`src/rtl/pcm_port_pkg.sv`:
```
package pcm_port_pkg;
  // Per-cycle commands from control to datapath
  typedef struct packed {
    logic txLoad;   // frame start: load shifter, enable driver
    logic txShift;  // next transmit bit
    logic txStop;   // ninth rising edge: release driver
    logic rxShift;  // capture one receive bit
    logic rxDone;   // last receive bit captured
    logic abort;    // power-save or power-down
  } strobes_t;
endpackage

```
`src/rtl/pcm_port_ctrl.sv`:
```
module pcm_port_ctrl
  import pcm_port_pkg::*;
#(
  parameter int WORD_BITS  = 8,
  parameter int BCLK_STALL = 64,
  parameter int SYNC_STALL = 4096
) (
  input  logic     clk,
  input  logic     rstN,
  input  logic     bclkRaw,
  input  logic     txSyncRaw,
  input  logic     rxSyncRaw,
  input  logic     runEn,
  output strobes_t stb,
  output logic     saveMode
);
  localparam int CW = (WORD_BITS > 1) ? $clog2(WORD_BITS) : 1;
  localparam int BW = $clog2(BCLK_STALL + 1);
  localparam int SW = $clog2(SYNC_STALL + 1);
  localparam logic [CW-1:0] LAST_BIT = CW'(WORD_BITS - 1);
  localparam logic [BW-1:0] BCLK_MAX = BW'(BCLK_STALL);
  localparam logic [SW-1:0] SYNC_MAX = SW'(SYNC_STALL);

  // [0],[1] synchronizer, [2] edge-detect delay
  logic [2:0] bclkPipe, txPipe, rxPipe;
  always_ff @(posedge clk or negedge rstN) begin
    if (!rstN) begin
      bclkPipe <= '0;
      txPipe   <= '0;
      rxPipe   <= '0;
    end else begin
      bclkPipe <= {bclkPipe[1:0], bclkRaw};
      txPipe   <= {txPipe[1:0], txSyncRaw};
      rxPipe   <= {rxPipe[1:0], rxSyncRaw};
    end
  end

  logic bclkRise, bclkFall, txRise, rxRise;
  assign bclkRise = bclkPipe[1] & ~bclkPipe[2];
  assign bclkFall = ~bclkPipe[1] & bclkPipe[2];
  assign txRise   = txPipe[1] & ~txPipe[2];
  assign rxRise   = rxPipe[1] & ~rxPipe[2];

  logic [BW-1:0] bclkIdle;
  logic [SW-1:0] syncIdle;
  logic stallNow, active;
  assign stallNow = ((bclkIdle == BCLK_MAX) & ~(bclkRise | bclkFall))
                  | ((syncIdle == SYNC_MAX) & ~txRise);
  assign active   = runEn & ~saveMode;

  always_ff @(posedge clk or negedge rstN) begin
    if (!rstN) begin
      bclkIdle <= '0;
      syncIdle <= '0;
      saveMode <= 1'b0;
    end else begin
      if (bclkRise | bclkFall)     bclkIdle <= '0;
      else if (bclkIdle != BCLK_MAX) bclkIdle <= bclkIdle + 1'b1;
      if (txRise)                  syncIdle <= '0;
      else if (syncIdle != SYNC_MAX) syncIdle <= syncIdle + 1'b1;
      if (stallNow)    saveMode <= 1'b1;
      else if (txRise) saveMode <= 1'b0;
    end
  end

  logic txArm, txBusy, rxArm, rxBusy;
  logic [CW-1:0] txCnt, rxCnt;

  always_comb begin
    stb         = '0;
    stb.abort   = ~active;
    stb.txLoad  = active & bclkRise & txArm;
    stb.txShift = active & bclkRise & ~txArm & txBusy & (txCnt != LAST_BIT);
    stb.txStop  = active & bclkRise & ~txArm & txBusy & (txCnt == LAST_BIT);
    stb.rxShift = active & bclkFall & (rxArm | rxBusy);
    stb.rxDone  = stb.rxShift & ~rxArm & (rxCnt == LAST_BIT);
  end

  always_ff @(posedge clk or negedge rstN) begin
    if (!rstN) begin
      txArm  <= 1'b0;
      txBusy <= 1'b0;
      txCnt  <= '0;
      rxArm  <= 1'b0;
      rxBusy <= 1'b0;
      rxCnt  <= '0;
    end else begin
      // transmit framing
      if (runEn & txRise)   txArm <= 1'b1;
      else if (stb.abort)   txArm <= 1'b0;
      else if (stb.txLoad)  txArm <= 1'b0;
      if (stb.abort)        txBusy <= 1'b0;
      else if (stb.txLoad)  txBusy <= 1'b1;
      else if (stb.txStop)  txBusy <= 1'b0;
      if (stb.txLoad)       txCnt <= '0;
      else if (stb.txShift) txCnt <= txCnt + 1'b1;
      // receive framing
      if (runEn & rxRise)   rxArm <= 1'b1;
      else if (stb.abort)   rxArm <= 1'b0;
      else if (stb.rxShift) rxArm <= 1'b0;
      if (stb.abort)                 rxBusy <= 1'b0;
      else if (stb.rxShift & rxArm)  rxBusy <= 1'b1;
      else if (stb.rxDone)           rxBusy <= 1'b0;
      if (stb.rxShift & rxArm)       rxCnt <= CW'(1);
      else if (stb.rxShift)          rxCnt <= rxCnt + 1'b1;
    end
  end
endmodule

```
`src/rtl/pcm_port_dpath.sv`:
```
module pcm_port_dpath
  import pcm_port_pkg::*;
#(
  parameter int WORD_BITS = 8
) (
  input  logic                 clk,
  input  logic                 rstN,
  input  strobes_t             stb,
  input  logic                 lawSel,
  input  logic [WORD_BITS-1:0] txWord,
  input  logic                 txWrite,
  input  logic                 rxDataRaw,
  output logic                 pcmOut,
  output logic                 pcmOe,
  output logic [WORD_BITS-1:0] rxWord,
  output logic                 rxValid,
  output logic                 underrun
);
  // Even-numbered bits, counted 1..WORD_BITS from the MSB
  function automatic logic [WORD_BITS-1:0] evenMask();
    logic [WORD_BITS-1:0] m;
    for (int i = 0; i < WORD_BITS; i++) m[i] = ((WORD_BITS - i) % 2) == 0;
    return m;
  endfunction
  localparam logic [WORD_BITS-1:0] EVEN_MASK = evenMask();

  logic [WORD_BITS-1:0] lawMask;
  assign lawMask = lawSel ? EVEN_MASK : '0;

  logic [WORD_BITS-1:0] holdReg, txShReg, rxShReg, rxNext;
  logic fresh;
  logic [1:0] rxPipe;
  assign rxNext = {rxShReg[WORD_BITS-2:0], rxPipe[1]};
  assign pcmOut = txShReg[WORD_BITS-1];

  always_ff @(posedge clk or negedge rstN) begin
    if (!rstN) begin
      holdReg  <= '0;
      fresh    <= 1'b0;
      underrun <= 1'b0;
      txShReg  <= '0;
      pcmOe    <= 1'b0;
      rxPipe   <= '0;
      rxShReg  <= '0;
      rxWord   <= '0;
      rxValid  <= 1'b0;
    end else begin
      if (txWrite) begin
        holdReg <= txWord;
        fresh   <= 1'b1;
      end else if (stb.txLoad) begin
        fresh   <= 1'b0;
      end
      underrun <= stb.txLoad & ~fresh;
      if (stb.txLoad)       txShReg <= holdReg ^ lawMask;
      else if (stb.txShift) txShReg <= txShReg << 1;
      if (stb.abort | stb.txStop) pcmOe <= 1'b0;
      else if (stb.txLoad)        pcmOe <= 1'b1;
      rxPipe <= {rxPipe[0], rxDataRaw};
      if (stb.rxShift) rxShReg <= rxNext;
      if (stb.rxDone)  rxWord  <= rxNext ^ lawMask;
      rxValid <= stb.rxDone;
    end
  end
endmodule

```
`src/rtl/pcm_port.sv`:
```
module pcm_port
  import pcm_port_pkg::*;
#(
  parameter int WORD_BITS  = 8,
  parameter int BCLK_STALL = 64,
  parameter int SYNC_STALL = 4096
) (
  input  logic                 clk,
  input  logic                 rstN,
  input  logic                 bclkIn,
  input  logic                 txSyncIn,
  input  logic                 rxSyncIn,
  input  logic                 rxDataIn,
  input  logic                 runEn,
  input  logic                 lawSel,
  input  logic [WORD_BITS-1:0] txWord,
  input  logic                 txWrite,
  output logic                 pcmOut,
  output logic                 pcmOe,
  output logic [WORD_BITS-1:0] rxWord,
  output logic                 rxValid,
  output logic                 underrun,
  output logic                 saveMode
);
  strobes_t stb;

  pcm_port_ctrl #(
    .WORD_BITS(WORD_BITS), .BCLK_STALL(BCLK_STALL), .SYNC_STALL(SYNC_STALL)
  ) u_ctrl (
    .clk(clk), .rstN(rstN), .bclkRaw(bclkIn), .txSyncRaw(txSyncIn),
    .rxSyncRaw(rxSyncIn), .runEn(runEn), .stb(stb), .saveMode(saveMode)
  );

  pcm_port_dpath #(.WORD_BITS(WORD_BITS)) u_dpath (
    .clk(clk), .rstN(rstN), .stb(stb), .lawSel(lawSel), .txWord(txWord),
    .txWrite(txWrite), .rxDataRaw(rxDataIn), .pcmOut(pcmOut), .pcmOe(pcmOe),
    .rxWord(rxWord), .rxValid(rxValid), .underrun(underrun)
  );
endmodule

```
`config.mk`:
```
export PLATFORM = sky130hd
export DESIGN_NAME = pcm_port
export DESIGN_NICKNAME = d
export VERILOG_FILES = /design/src/rtl/pcm_port_pkg.sv /design/src/rtl/pcm_port_ctrl.sv /design/src/rtl/pcm_port_dpath.sv /design/src/rtl/pcm_port.sv
export SDC_FILE = /design/constraint.sdc
export NUM_CORES = 1
export LEC_CHECK = 0
export ABC_AREA = 1
export CORE_MARGIN = 5
export CORE_UTILIZATION = 25
export DETAILED_ROUTE_END_ITERATION = 8
export GPL_ROUTABILITY_DRIVEN = 0
export PLACE_DENSITY = 0.41
export SLEW_MARGIN = 5
export SYNTH_ARGS = -nofsm -noshare
export SYNTH_HDL_FRONTEND = slang
export SYNTH_HIERARCHICAL = 1
export SYNTH_SLANG_ARGS = --single-unit
```
`constraint.sdc`:
```
create_clock -name clk -period 1.83 [get_ports clk]
set_input_delay 0.366 -clock clk [delete_from_list [all_inputs] [get_ports clk]]
set_output_delay 0.366 -clock clk [all_outputs]
set_load 0.05 [all_outputs]
```
==> key figures <==
Outcome
  • Status: complete, no violations

Yosys
  • Synth top area share: 0.559
  • Syn Inst Count: 392
  • Area leader, netlist: dfrtp_1
  • Post-synthesis average cell area: 8.80 um^2
  • Ranking of synthesized cells by area: dfrtp_1 56%, nand2_1 9.7%, inv_1 5.8%
  • Syn Nets: 419
  • Sequential area share after synthesis: 0.559
  • Netlist cell types: 30
  • Cell Area, Synth: between 0.003 and 0.004 mm^2
  • Flop and latch count out of synthesis: 77
  • Syn. warnings: 6

Timing
  • Peak Freq: 0.656 GHz
  • Setup WS post-layout: slightly above 300 ps
  • Final Setup Violations: 0
  • Worst-Margin Slew: 437 ps
  • Final Max Tran Viols: 0
  • Final Hold Vio Count: 0
  • Fin crit period: 1520 ps
  • Fin crit share: 0.833
  • Max Clock Skew: 4.95 ps
  • RSZ-0062 raised after global routing: no
  • Slew HR: 0.708
  • Setup tns final: 0 ps

Cells and area
  • Area growth syn-to-layout: 27.6%
  • Ratio of cells with drive above 1 in the final layout: 0.147
  • Most common cell after layout, fill and taps aside: nand2_1
  • Filler instances: 1439
  • Final #Nets: about 470
  • N_diodes: 0
  • Leading cell types in the layout, fill and taps excluded: 89 x nand2_1, 77 x dfrtp_1, 53 x inv_1

Floorplan
  • Core area: 0.0137 mm^2
  • Die Y-Extent: roughly 130 um
  • Die X: roughly 130 um
  • Total Die Area: 0.0162 mm^2
  • Core Rows: 43
  • Starting Density: 0.251
  • I/O Pins: 30

Global routing
  • Vias in the first global route: 2604
  • Grt total ovfl: 0
  • Initial antenna violation count: 0
  • First-pass GRT wire length: 12400 um
  • Total track usage: 0.0966
  • Largest net degree at the start of global routing: 30

Detailed routing
  • Initial drt markers: 139
  • DR WL met2: 3030 um
  • Residual DRC: 0
  • Highest Signal Layer: met4
  • Routed length on met1: roughly 3500 um
  • Met3 WL: 456 um
  • Final ANT Viol Nets: 0
  • Total Wirelength: around 7200 um
  • Pre-antenna DRT Iters: 4
  • Vias per inst: roughly 4.2
  • Drt wl/cell: 11.4 um
  • Vias: 2626

CTS
  • Total CTS buffers: 9
  • Clock Tree Buf Depth: 2
  • Clk_lat worst skew: between 300 and 400 ps
  • Root Buffer: clkbuf_16
  • Clk sinks: 77
  • CTS tree: done
  • H-tree depth: 3
  • Clk slew on worst S/H paths: 60 ps
  • Resize count post-CTS: 0

Worst setup path
  • Crit path kind: in -> reg
  • Setup crit end kind: register
  • Worst R2R Setup Slack: 350 ps
  • CP arrival: 1780 ps
  • Crit path required time: 2090 ps
  • Startpoint Class: input pin
  • Reg2reg path depth: 8
  • Critical path peak fanout: 7

Placed design
  • Post-place setup slack: -63.1 ps
  • HPWL Detailed: 5070 um
  • Port Buf Inserts: 29

Power and ir drop
  • PD cells: 1070 mW/mm^2
  • Peak VDD IR: 0.941 mV
  • P_leak: 2.15 nW

Job
  • Max cap viols: 0

Hold path
  • Worst Hold Depth: 0
  • Hold Path Class: reg -> reg
## state kept, by name, summed over array words and instances, names as in the netlist, 2 cells and up
name	cells
u_dpath/rxPipe	2
u_ctrl/bclkPipe	3
u_ctrl/bclkIdle	7
u_ctrl/rxCnt	3
u_ctrl/rxPipe	3
u_ctrl/syncIdle	13
u_dpath/holdReg	8
u_dpath/txShReg	8
u_ctrl/txCnt	3
u_dpath/rxWord	8
u_dpath/rxShReg	7
u_ctrl/txPipe	3
## per-stage QoR
| step | cell area [um^2] | utilization | hold WS, ps | std cells | power (mW) |
|---|---|---|---|---|---|
| after floorplan | 3450 | - | 70.4 | 392 | 2.46 |
| after global placement | 4050 | 0.295 | 328 | 612 | 2.67 |
| after global routing | 4400 | 0.321 | 350 | 629 | 4.99 |
| after CTS | 4400 | 0.321 | 348 | 629 | 4.80 |
| after detailed placement | 4050 | 0.295 | 327 | 612 | 2.69 |
| final | 4400 | 0.321 | 348 | 629 | 4.71 |
## repair_timing
action | in CTS | in global routing
endpoints found under the hold margin | 26 | 0
hold buffers | 1 | 0
buffers inserted | 0 | 0
## cell families (layout without fill, tap and decap cells)
kind of cell	count (synthesis)	in the layout	synth area share
simple gates	188	188	0.242
buf+inv	65	122	0.0776
fa+ha+maj	10	10	0.0363
flops	77	77	0.559
xor+xnor	5	5	0.0127
compound gates	47	47	0.0722
## area by class of cell
class                           count  area, um^2  share of cell area
Clock buffer                       12         246              0.0560
Multi-Input combinational cell    250        1250               0.285
Timing Repair Buffer               47         430              0.0978
Sequential cell                    77        1930               0.438
Clock inverter                      4        95.1              0.0216
Tap cell                          180         225              0.0512
Inverter                           59         224              0.0509
## path summary, 6_finish.rpt
path	from	to
worst max-delay path	runEn	u_dpath/txShReg[3]$_DFFE_PN0P_
worst min-delay path	u_ctrl/txPipe[0]$_DFF_PN0_	u_ctrl/txPipe[1]$_DFF_PN0_
worst max register to register	u_ctrl/bclkPipe[1]$_DFF_PN0_	u_dpath/txShReg[3]$_DFFE_PN0P_
worst min register to register	u_ctrl/txPipe[0]$_DFF_PN0_	u_ctrl/txPipe[1]$_DFF_PN0_
max in group asynchronous	rstN	u_dpath/txShReg[6]$_DFFE_PN0P_
min in group asynchronous	rstN	u_dpath/holdReg[6]$_DFFE_PN0P_
## layer usage
metal | vias up | global-route usage
met4 | 0 | 0.0416
met1 | 1222 | 0.130
li1 | 1342 | -
met5 | - | 0
met3 | 11 | 0.0364
met2 | 51 | 0.138
## where the power goes
group | switching [mW] | total [mW] | internal, mW
registers | 0.155 | 2.07 | 1.92
logic | 0.332 | 0.571 | 0.239
clock network | 0.692 | 2.06 | 1.37
## synth_stat cells, drive strengths merged
cell / instances
nor2: 48
nand2: 94
o32ai: 2
o21ai: 30
inv: 59
nand4: 6
nand3: 33
a21oi: 12
and2: 1
nand3b: 1
a31oi: 1
a21o: 1
xor2: 3
o21bai: 1
buf: 6
dfrtp: 77
and3: 1
nor3: 4
xnor2: 2
ha: 10
## critical path, stage by stage
cell             delay [ps]
clkdlybuf4s50_1         540
inv_2                    70
nor2_4                  100
nand3_1                 110
inv_1                   180
inv_2                   110
nand2_2                 110
nand2_1                  60
o21ai_1                 130
Power figures use the tool's default switching activity.
